<file path="src/rtl/bfl_pkg.sv">
package bfl_pkg;
    localparam int SAMP_W = 16;
    localparam int ACC_W  = 64;

    typedef logic signed [SAMP_W-1:0] samp_t;
    typedef logic signed [ACC_W-1:0]  acc_t;

    typedef struct packed {
        logic  vld;
        samp_t data;
    } sbeat_t;

    function automatic acc_t widen(input samp_t v);
        return acc_t'(v);
    endfunction
endpackage

</file>
<file path="src/rtl/bfl_delay_line.sv">
module bfl_delay_line
    import bfl_pkg::*;
#(
    parameter int D_MAX    = 15,
    parameter int DLY_IN_W = 8,
    localparam int DLY_W   = $clog2(D_MAX + 1)
) (
    input  logic                clk,
    input  logic                rst,
    input  logic                clr,
    input  logic [DLY_IN_W-1:0] cfg_delay,
    input  sbeat_t              din,
    output sbeat_t              dout
);
    samp_t             hist [D_MAX];
    logic [DLY_W-1:0]  dly_q;
    samp_t             pick;

    always_comb begin
        pick = din.data;
        for (int k = 1; k <= D_MAX; k++)
            if (int'(dly_q) == k) pick = hist[k-1];
    end

    always_ff @(posedge clk) begin
        if (rst) begin
            dly_q <= '0;
            dout  <= '0;
            for (int k = 0; k < D_MAX; k++) hist[k] <= '0;
        end else if (clr) begin
            dly_q <= (cfg_delay > DLY_IN_W'(D_MAX)) ? DLY_W'(D_MAX) : cfg_delay[DLY_W-1:0];
            dout  <= '0;
            for (int k = 0; k < D_MAX; k++) hist[k] <= '0;
        end else begin
            dout.vld <= din.vld;
            if (din.vld) begin
                dout.data <= pick;
                hist[0]   <= din.data;
                for (int k = 1; k < D_MAX; k++) hist[k] <= hist[k-1];
            end
        end
    end

    a_r3_delay_clamped: assert property (@(posedge clk) disable iff (rst)
        int'(dly_q) <= D_MAX);
endmodule

</file>
<file path="src/rtl/bfl_window.sv">
module bfl_window
    import bfl_pkg::*;
#(
    parameter int IDX_W = 16
) (
    input  logic             clk,
    input  logic             rst,
    input  logic             clr,
    input  logic [IDX_W-1:0] cfg_start,
    input  sbeat_t           din,
    output sbeat_t           dout
);
    logic [IDX_W-1:0] pos_q;
    logic [IDX_W-1:0] start_q;

    always_ff @(posedge clk) begin
        if (rst) begin
            pos_q   <= '0;
            start_q <= '0;
            dout    <= '0;
        end else if (clr) begin
            pos_q   <= '0;
            start_q <= cfg_start;
            dout    <= '0;
        end else begin
            dout.vld <= din.vld;
            if (din.vld) begin
                dout.data <= (pos_q < start_q) ? samp_t'(0) : din.data;
                if (pos_q != '1) pos_q <= pos_q + 1'b1;
            end
        end
    end

    a_r4_position_steps: assert property (@(posedge clk) disable iff (rst)
        (din.vld && !clr && pos_q != '1) |=> (pos_q == $past(pos_q) + 1'b1));
endmodule

</file>
<file path="src/rtl/bfl_fir.sv">
module bfl_fir
    import bfl_pkg::*;
#(
    parameter int NTAPS = 4,
    localparam int LVLS = $clog2(NTAPS),
    localparam int NP   = 1 << LVLS
) (
    input  logic   clk,
    input  logic   rst,
    input  logic   clr,
    input  logic   wt_en,
    input  samp_t  wt_data,
    input  sbeat_t din,
    output logic   out_valid,
    output acc_t   out_data
);
    samp_t w    [NTAPS];
    samp_t taps [NTAPS];
    logic  tap_vld;

    always_ff @(posedge clk) begin
        if (rst) begin
            for (int k = 0; k < NTAPS; k++) w[k] <= '0;
        end else if (wt_en) begin
            for (int k = 0; k < NTAPS - 1; k++) w[k] <= w[k+1];
            w[NTAPS-1] <= wt_data;
        end
    end

    always_ff @(posedge clk) begin
        if (rst || clr) begin
            tap_vld <= 1'b0;
            for (int k = 0; k < NTAPS; k++) taps[k] <= '0;
        end else begin
            tap_vld <= din.vld;
            if (din.vld) begin
                taps[0] <= din.data;
                for (int k = 1; k < NTAPS; k++) taps[k] <= taps[k-1];
            end
        end
    end

    for (genvar lv = 0; lv <= LVLS; lv++) begin : g_lvl
        acc_t row [NP >> lv];
        logic vld;
        if (lv == 0) begin : g_mul
            always_ff @(posedge clk) begin
                if (rst) begin
                    vld <= 1'b0;
                    for (int j = 0; j < NP; j++) row[j] <= '0;
                end else begin
                    vld <= tap_vld;
                    for (int j = 0; j < NP; j++)
                        row[j] <= (j < NTAPS) ? widen(taps[j]) * widen(w[j]) : acc_t'(0);
                end
            end
        end else begin : g_add
            always_ff @(posedge clk) begin
                if (rst) begin
                    vld <= 1'b0;
                    for (int j = 0; j < (NP >> lv); j++) row[j] <= '0;
                end else begin
                    vld <= g_lvl[lv-1].vld;
                    for (int j = 0; j < (NP >> lv); j++)
                        row[j] <= g_lvl[lv-1].row[2*j] + g_lvl[lv-1].row[2*j+1];
                end
            end
        end
    end

    assign out_valid = g_lvl[LVLS].vld;
    assign out_data  = g_lvl[LVLS].row[0];

    a_r6_weight_tail: assert property (@(posedge clk) disable iff (rst)
        wt_en |=> (w[NTAPS-1] == $past(wt_data)));
endmodule

</file>
<file path="src/rtl/bfl_channel_lane.sv">
module bfl_channel_lane
    import bfl_pkg::*;
#(
    parameter int NTAPS    = 4,
    parameter int D_MAX    = 15,
    parameter int IDX_W    = 16,
    parameter int DLY_IN_W = 8,
    localparam int LAT     = 4 + $clog2(NTAPS)
) (
    input  logic                        clk,
    input  logic                        rst,
    input  logic                        clr,
    input  logic [DLY_IN_W-1:0]         cfg_delay,
    input  logic [IDX_W-1:0]            cfg_start,
    input  logic                        wt_load_en,
    input  logic signed [SAMP_W-1:0]    wt_load_data,
    input  logic                        in_valid,
    input  logic signed [SAMP_W-1:0]    in_sample,
    output logic                        out_valid,
    output logic signed [ACC_W-1:0]     out_data
);
    sbeat_t in_beat, dly_beat, win_beat;

    assign in_beat.vld  = in_valid && !clr;
    assign in_beat.data = in_sample;

    bfl_delay_line #(.D_MAX(D_MAX), .DLY_IN_W(DLY_IN_W)) u_dly (
        .clk(clk), .rst(rst), .clr(clr), .cfg_delay(cfg_delay),
        .din(in_beat), .dout(dly_beat)
    );

    bfl_window #(.IDX_W(IDX_W)) u_win (
        .clk(clk), .rst(rst), .clr(clr), .cfg_start(cfg_start),
        .din(dly_beat), .dout(win_beat)
    );

    bfl_fir #(.NTAPS(NTAPS)) u_fir (
        .clk(clk), .rst(rst), .clr(clr),
        .wt_en(wt_load_en), .wt_data(wt_load_data),
        .din(win_beat), .out_valid(out_valid), .out_data(out_data)
    );

    a_r8_clear_drops_input: assert property (@(posedge clk) disable iff (rst)
        clr |=> !dly_beat.vld);

    a_r7_fixed_latency: assert property (@(posedge clk) disable iff (rst)
        in_beat.vld |-> ##LAT out_valid);
endmodule

</file>
<file path="config.mk">
export PLATFORM = sky130hd
export DESIGN_NAME = bfl_channel_lane
export DESIGN_NICKNAME = d
export VERILOG_FILES = /design/src/rtl/bfl_pkg.sv /design/src/rtl/bfl_delay_line.sv /design/src/rtl/bfl_window.sv /design/src/rtl/bfl_fir.sv /design/src/rtl/bfl_channel_lane.sv
export SDC_FILE = /design/constraint.sdc
export NUM_CORES = 2
export LEC_CHECK = 0
export BUFFER_PORTS_ARGS = -buffer_cell sky130_fd_sc_hd__buf_4
export CAP_MARGIN = 20
export CORE_ASPECT_RATIO = 0.6
export CORE_MARGIN = 4
export CORE_UTILIZATION = 60
export CTS_CLUSTER_DIAMETER = 30
export DETAILED_ROUTE_END_ITERATION = 12
export GPL_ROUTABILITY_DRIVEN = 0
export PLACE_DENSITY = 0.88
export SETUP_SLACK_MARGIN = 0.02
export SYNTH_ARGS = -nofsm -noshare
export SYNTH_HDL_FRONTEND = slang
export SYNTH_HIERARCHICAL = 1
export SYNTH_SLANG_ARGS = --single-unit
</file>
<file path="constraint.sdc">
create_clock -name clk -period 7.06 [get_ports clk]
set_input_delay 0.353 -clock clk [delete_from_list [all_inputs] [get_ports clk]]
set_output_delay 0.353 -clock clk [all_outputs]
set_load 0.05 [all_outputs]
</file>
==> results.py <==
metrics = {
    "finish": {
        "postLayoutCoreUtil_pct": 67.5,
        "drive_above_1_share_pct": 8.63,
        "final_nets": 9292,
        "layoutNonFillerInstCount": 9435,
        "area_delta_synth_final_pct": 11.7,
        "finish.instance_area_mm2": 0.0820,
    },
    "synth": {
        "seq_area_frac_synth_pct": 25.6,
        "netlist_area_mm2": 0.0734,
        "synth_warnings": 6,
        "syn-num-nets": 9098,
        "synth_edf_count": 352,
        "synth_ff_type": "dfxtp_1",
        "avgSynthCellArea_um2": 9.77,
        "yosysUniqueCellTypes": 107,
        "async_flop_share_pct": 0,
        "synthCells": 7511,
        "ys_seq_elements": 762,
    },
    "pwr": {
        "switching_share_pct": 42.5,
        "seq_power_share_pct": 25.8,
        "fin_total_pwr_mw": 22.9,
        "leakagePower_nw": 40.2,
        "p_int_mw": 13.2,
        "combPwrFrac_pct": 46.1,
        "power_switching_mw": 9.74,
        "power-per-cell-area_mw_per_mm2": 279,
        "ir_drop_v": 0.000263,
        "clock_power_share_pct": 28.1,
    },
    "sta": {
        "slew_violations": 0,
        "timing.final.ws_setup_ns": -0.0841,
        "skew_ns": 0.0736,
        "rsz0062_at_grt": "yes",
        "finalCritPeriodShare_pct": 101,
        "hold_viol_final": 0,
        "fmax_mhz": 140,
        "relSlewSlack_pct": 25.5,
        "worstMarginPinSlew_ns": 1.12,
        "period_minus_slack_ns": 7.14,
        "finalSetupViolations": 1,
    },
    "clock_tree": {
        "cts_tree": "yes",
        "root_buffer": "clkbuf_16",
        "cts-htree-levels": 3,
        "numCtsBuffers": 121,
        "clk_pin_slew_ns": 0.06,
        "cts_buffer_depth": 3,
        "clock_latency_ns": 0.76,
        "cts.sinks": 762,
    },
    "global_route": {
        "grt_overflow": 0,
        "groute.usage.overall_pct": 33.9,
        "grt_max_degree": 225,
        "grt_pass1_wl_um": 339000,
        "antenna_found_initial": 8,
        "grt_pass1_vias": 59500,
    },
    "routing": {
        "firstDrtPassIters": 12,
        "viasPerCell": 6.21,
        "route.detailed.wl_per_inst_um": 23.5,
        "drt_iter0_markers": 8748,
        "drcViolationCount": 0,
        "wl_um": 221000,
        "drtAntennaViolNets": 0,
        "vias": 58600,
    },
    "worst_setup_path": {
        "crit_type": "register to register",
        "slowest_stage": "fa_1",
        "cp_common_cell": "fa_1",
        "crit_chain": "buf_4 > nand2_1 > fa_1 > inv_1 > fa_1 > fa_1 > fa_1 > fa_1 > inv_1 > fa_1 > inv_1 > ha_1 > and4_1 > nand2_1 > nor2_1 > a2111oi_1 > o31ai_2 > a211oi_1 > o21ai_1 > a21o_1 > a21oi_1 > xor2_1 > nor2_1",
        "required_ns": 7.66,
        "end_kind": "register",
        "path_buf_inv": 4,
        "cp_max_fo": 13,
        "critPathArrivalTime_ns": 7.74,
        "cp_top_family": "adder cells",
        "slowest_delay_ns": 0.61,
        "startpoint_type": "register",
    },
    "placed_design": {
        "postPlaceCellArea_mm2": 0.0759,
        "dp_hpwl_um": 163000,
        "port-buffer-count": 125,
        "placedCellCount": 9042,
    },
    "status": {
        "status": "finished with violations",
        "violations": "negative setup slack",
    },
    "die": {
        "num_rows": 99,
        "start_util_pct": 60.4,
        "die_h_um": 279,
        "core_area_mm2": 0.121,
        "dieArea_mm2": 0.128,
        "io_pins": 126,
        "dieWidth_um": 459,
    },
    "job": {
        "cap_violations": 0,
    },
    "min_path": {
        "hold_class": "input port to register",
    },
}
==> worst paths after layout <==
kind,slack (ns),start,endpoint,cells after the start
setup / recovery,-0.08,u_fir/taps[2][15],u_fir/g_lvl[0].row[2][30],23
hold / removal,0.11,wt_load_en,u_fir/w[3][0],3
setup reg to reg,-0.08,u_fir/taps[2][15],u_fir/g_lvl[0].row[2][30],23
hold reg to reg,0.45,u_fir/tap_vld,u_fir/g_lvl[0].vld,1
==> cells in the mapped netlist, types with 32 or more instances <==
library cell,number,area [µm²]
buf_2,32,160
and2_1,635,3970
o22ai_1,32,200
a21oi_1,313,1570
nand2_1,617,2320
o21bai_1,42,315
fa_1,1055,21100
ha_1,471,5890
and3_1,244,1530
nand4_1,33,206
nor3_1,68,340
nor2b_1,65,407
o21ai_0,163,816
nand2b_1,61,382
xor2_1,100,876
xnor2_1,140,1230
a31oi_1,37,231
a21o_1,132,991
edfxtp_1,352,10600
nand3_1,50,250
mux2i_1,49,490
o21a_1,45,338
inv_1,1218,4570
nor2_1,439,1650
clkbuf_1,286,1070
dfxtp_1,410,8210
==> area by class of cell <==
type                            count  area [µm²]
Antenna cell                        5        12.5
Clock buffer                      130        3100
Clock inverter                    102        1360
Fill cell                        8225       39400
Inverter                         1220        4590
Multi-Input combinational cell   5184       48600
Sequential cell                   762       18800
Tap cell                         1616        2020
Timing Repair Buffer              416        3500
==> flip-flops by register name, summed over array words and instances (netlist names) <==
name and count:
u_win/pos_q 16, u_dly/hist 240, u_fir/tap_vld 1, u_win/dout 17, u_fir/taps 64, u_fir/w 64
u_fir/g_lvl.vld 2, u_fir/out_valid 1, u_dly/dout 17, u_win/start_q 16, u_dly/dly_q 4, u_fir/g_lvl.row 320
==> per-stage QoR <==
| stage | setup WS [ns] | setup TNS [ns] | hold slack (ns) |
|---|---|---|---|
| final | -0.0841 | -0.0841 | 0.107 |
| after global routing | -0.239 | -0.519 | 0.116 |
| after CTS | 0.0382 | 0 | 0.0482 |
| after detailed placement | 0.00267 | 0 | 0.431 |
| after global placement | 0.257 | 0 | 0.420 |
| after floorplan | 0.576 | 0 | 0.414 |
==> worst reg2reg max path, cell delays in order (launching register included) <==
cell and delay, ns:
edfxtp_1 0.53, buf_4 0.29, nand2_1 0.17, fa_1 0.56, inv_1 0.07, fa_1 0.61
fa_1 0.52, fa_1 0.53, fa_1 0.50, inv_1 0.06, fa_1 0.48, inv_1 0.05
ha_1 0.37, and4_1 0.26, nand2_1 0.14, nor2_1 0.07, a2111oi_1 0.52, o31ai_2 0.19
a211oi_1 0.37, o21ai_1 0.16, a21o_1 0.18, a21oi_1 0.17, xor2_1 0.19, nor2_1 0.06
==> power groups by stage <==
stage	Sequential (mW)	Clock [mW]	Combinational (mW)
floorplan	6.10	0	6.59
global placement	5.99	0	9.36
detailed placement	6.00	0	9.79
CTS	5.92	6.49	9.97
global route	5.95	6.69	11.4
finish	5.91	6.43	10.6
==> cell families after synthesis <==
kind of cell / Yosys count / share of synthesized area, %
compound gates: 1056 / 9.51
xor+xnor: 240 / 2.87
fa+ha+maj: 1526 / 36.8
buf+inv: 1565 / 8.26
flops: 762 / 25.6
mux: 66 / 0.986
simple gates: 2296 / 15.9
==> per-layer routing <==
| metal | vias up | part of all wire [%] | global-route usage [%] |
|---|---|---|---|
| li1 | 24500 | - | - |
| met1 | 28200 | 38 | 47.8 |
| met2 | 4956 | 41 | 47.0 |
| met3 | 925 | 17 | 15.1 |
| met4 | 10 | 4.1 | 10.3 |
| met5 | - | 0.035 | 0 |
==> placed cells by master, fill, tap and decap left out, types with 15 or more instances in the layout <==
cell type,netlist,final
clkbuf_16,0,121
edfxtp_1,352,352
inv_1,1218,1215
nand4_1,33,33
a31oi_1,37,37
nor2b_1,65,63
o31ai_1,16,15
dfxtp_1,410,406
o21ai_0,163,163
mux2i_1,49,49
nand2b_1,61,61
o21bai_1,42,42
a21oi_1,313,311
nand2_1,617,615
and3_1,244,244
xnor2_1,140,140
fa_1,1055,1052
or3_1,17,16
o21a_1,45,45
xor2_1,100,100
o22ai_1,32,32
nand3_1,50,50
ha_1,471,470
a21o_1,132,132
o21ai_1,27,27
inv_8,0,22
o211ai_1,27,27
buf_4,6,329
a211oi_1,30,29
and2_1,635,635
dlygate4sd3_1,0,70
nor3_1,68,67
nor2_1,439,439
==> what timing repair did <==
action / in CTS / in global routing
hold endpoints to repair: 56 / 0
hold buffers: 70 / 0
resized for setup: 0 / 17
buffers inserted: 6 / 77
setup endpoints to repair: 2 / 16
Note: power is estimated with default switching activity, not from simulation.
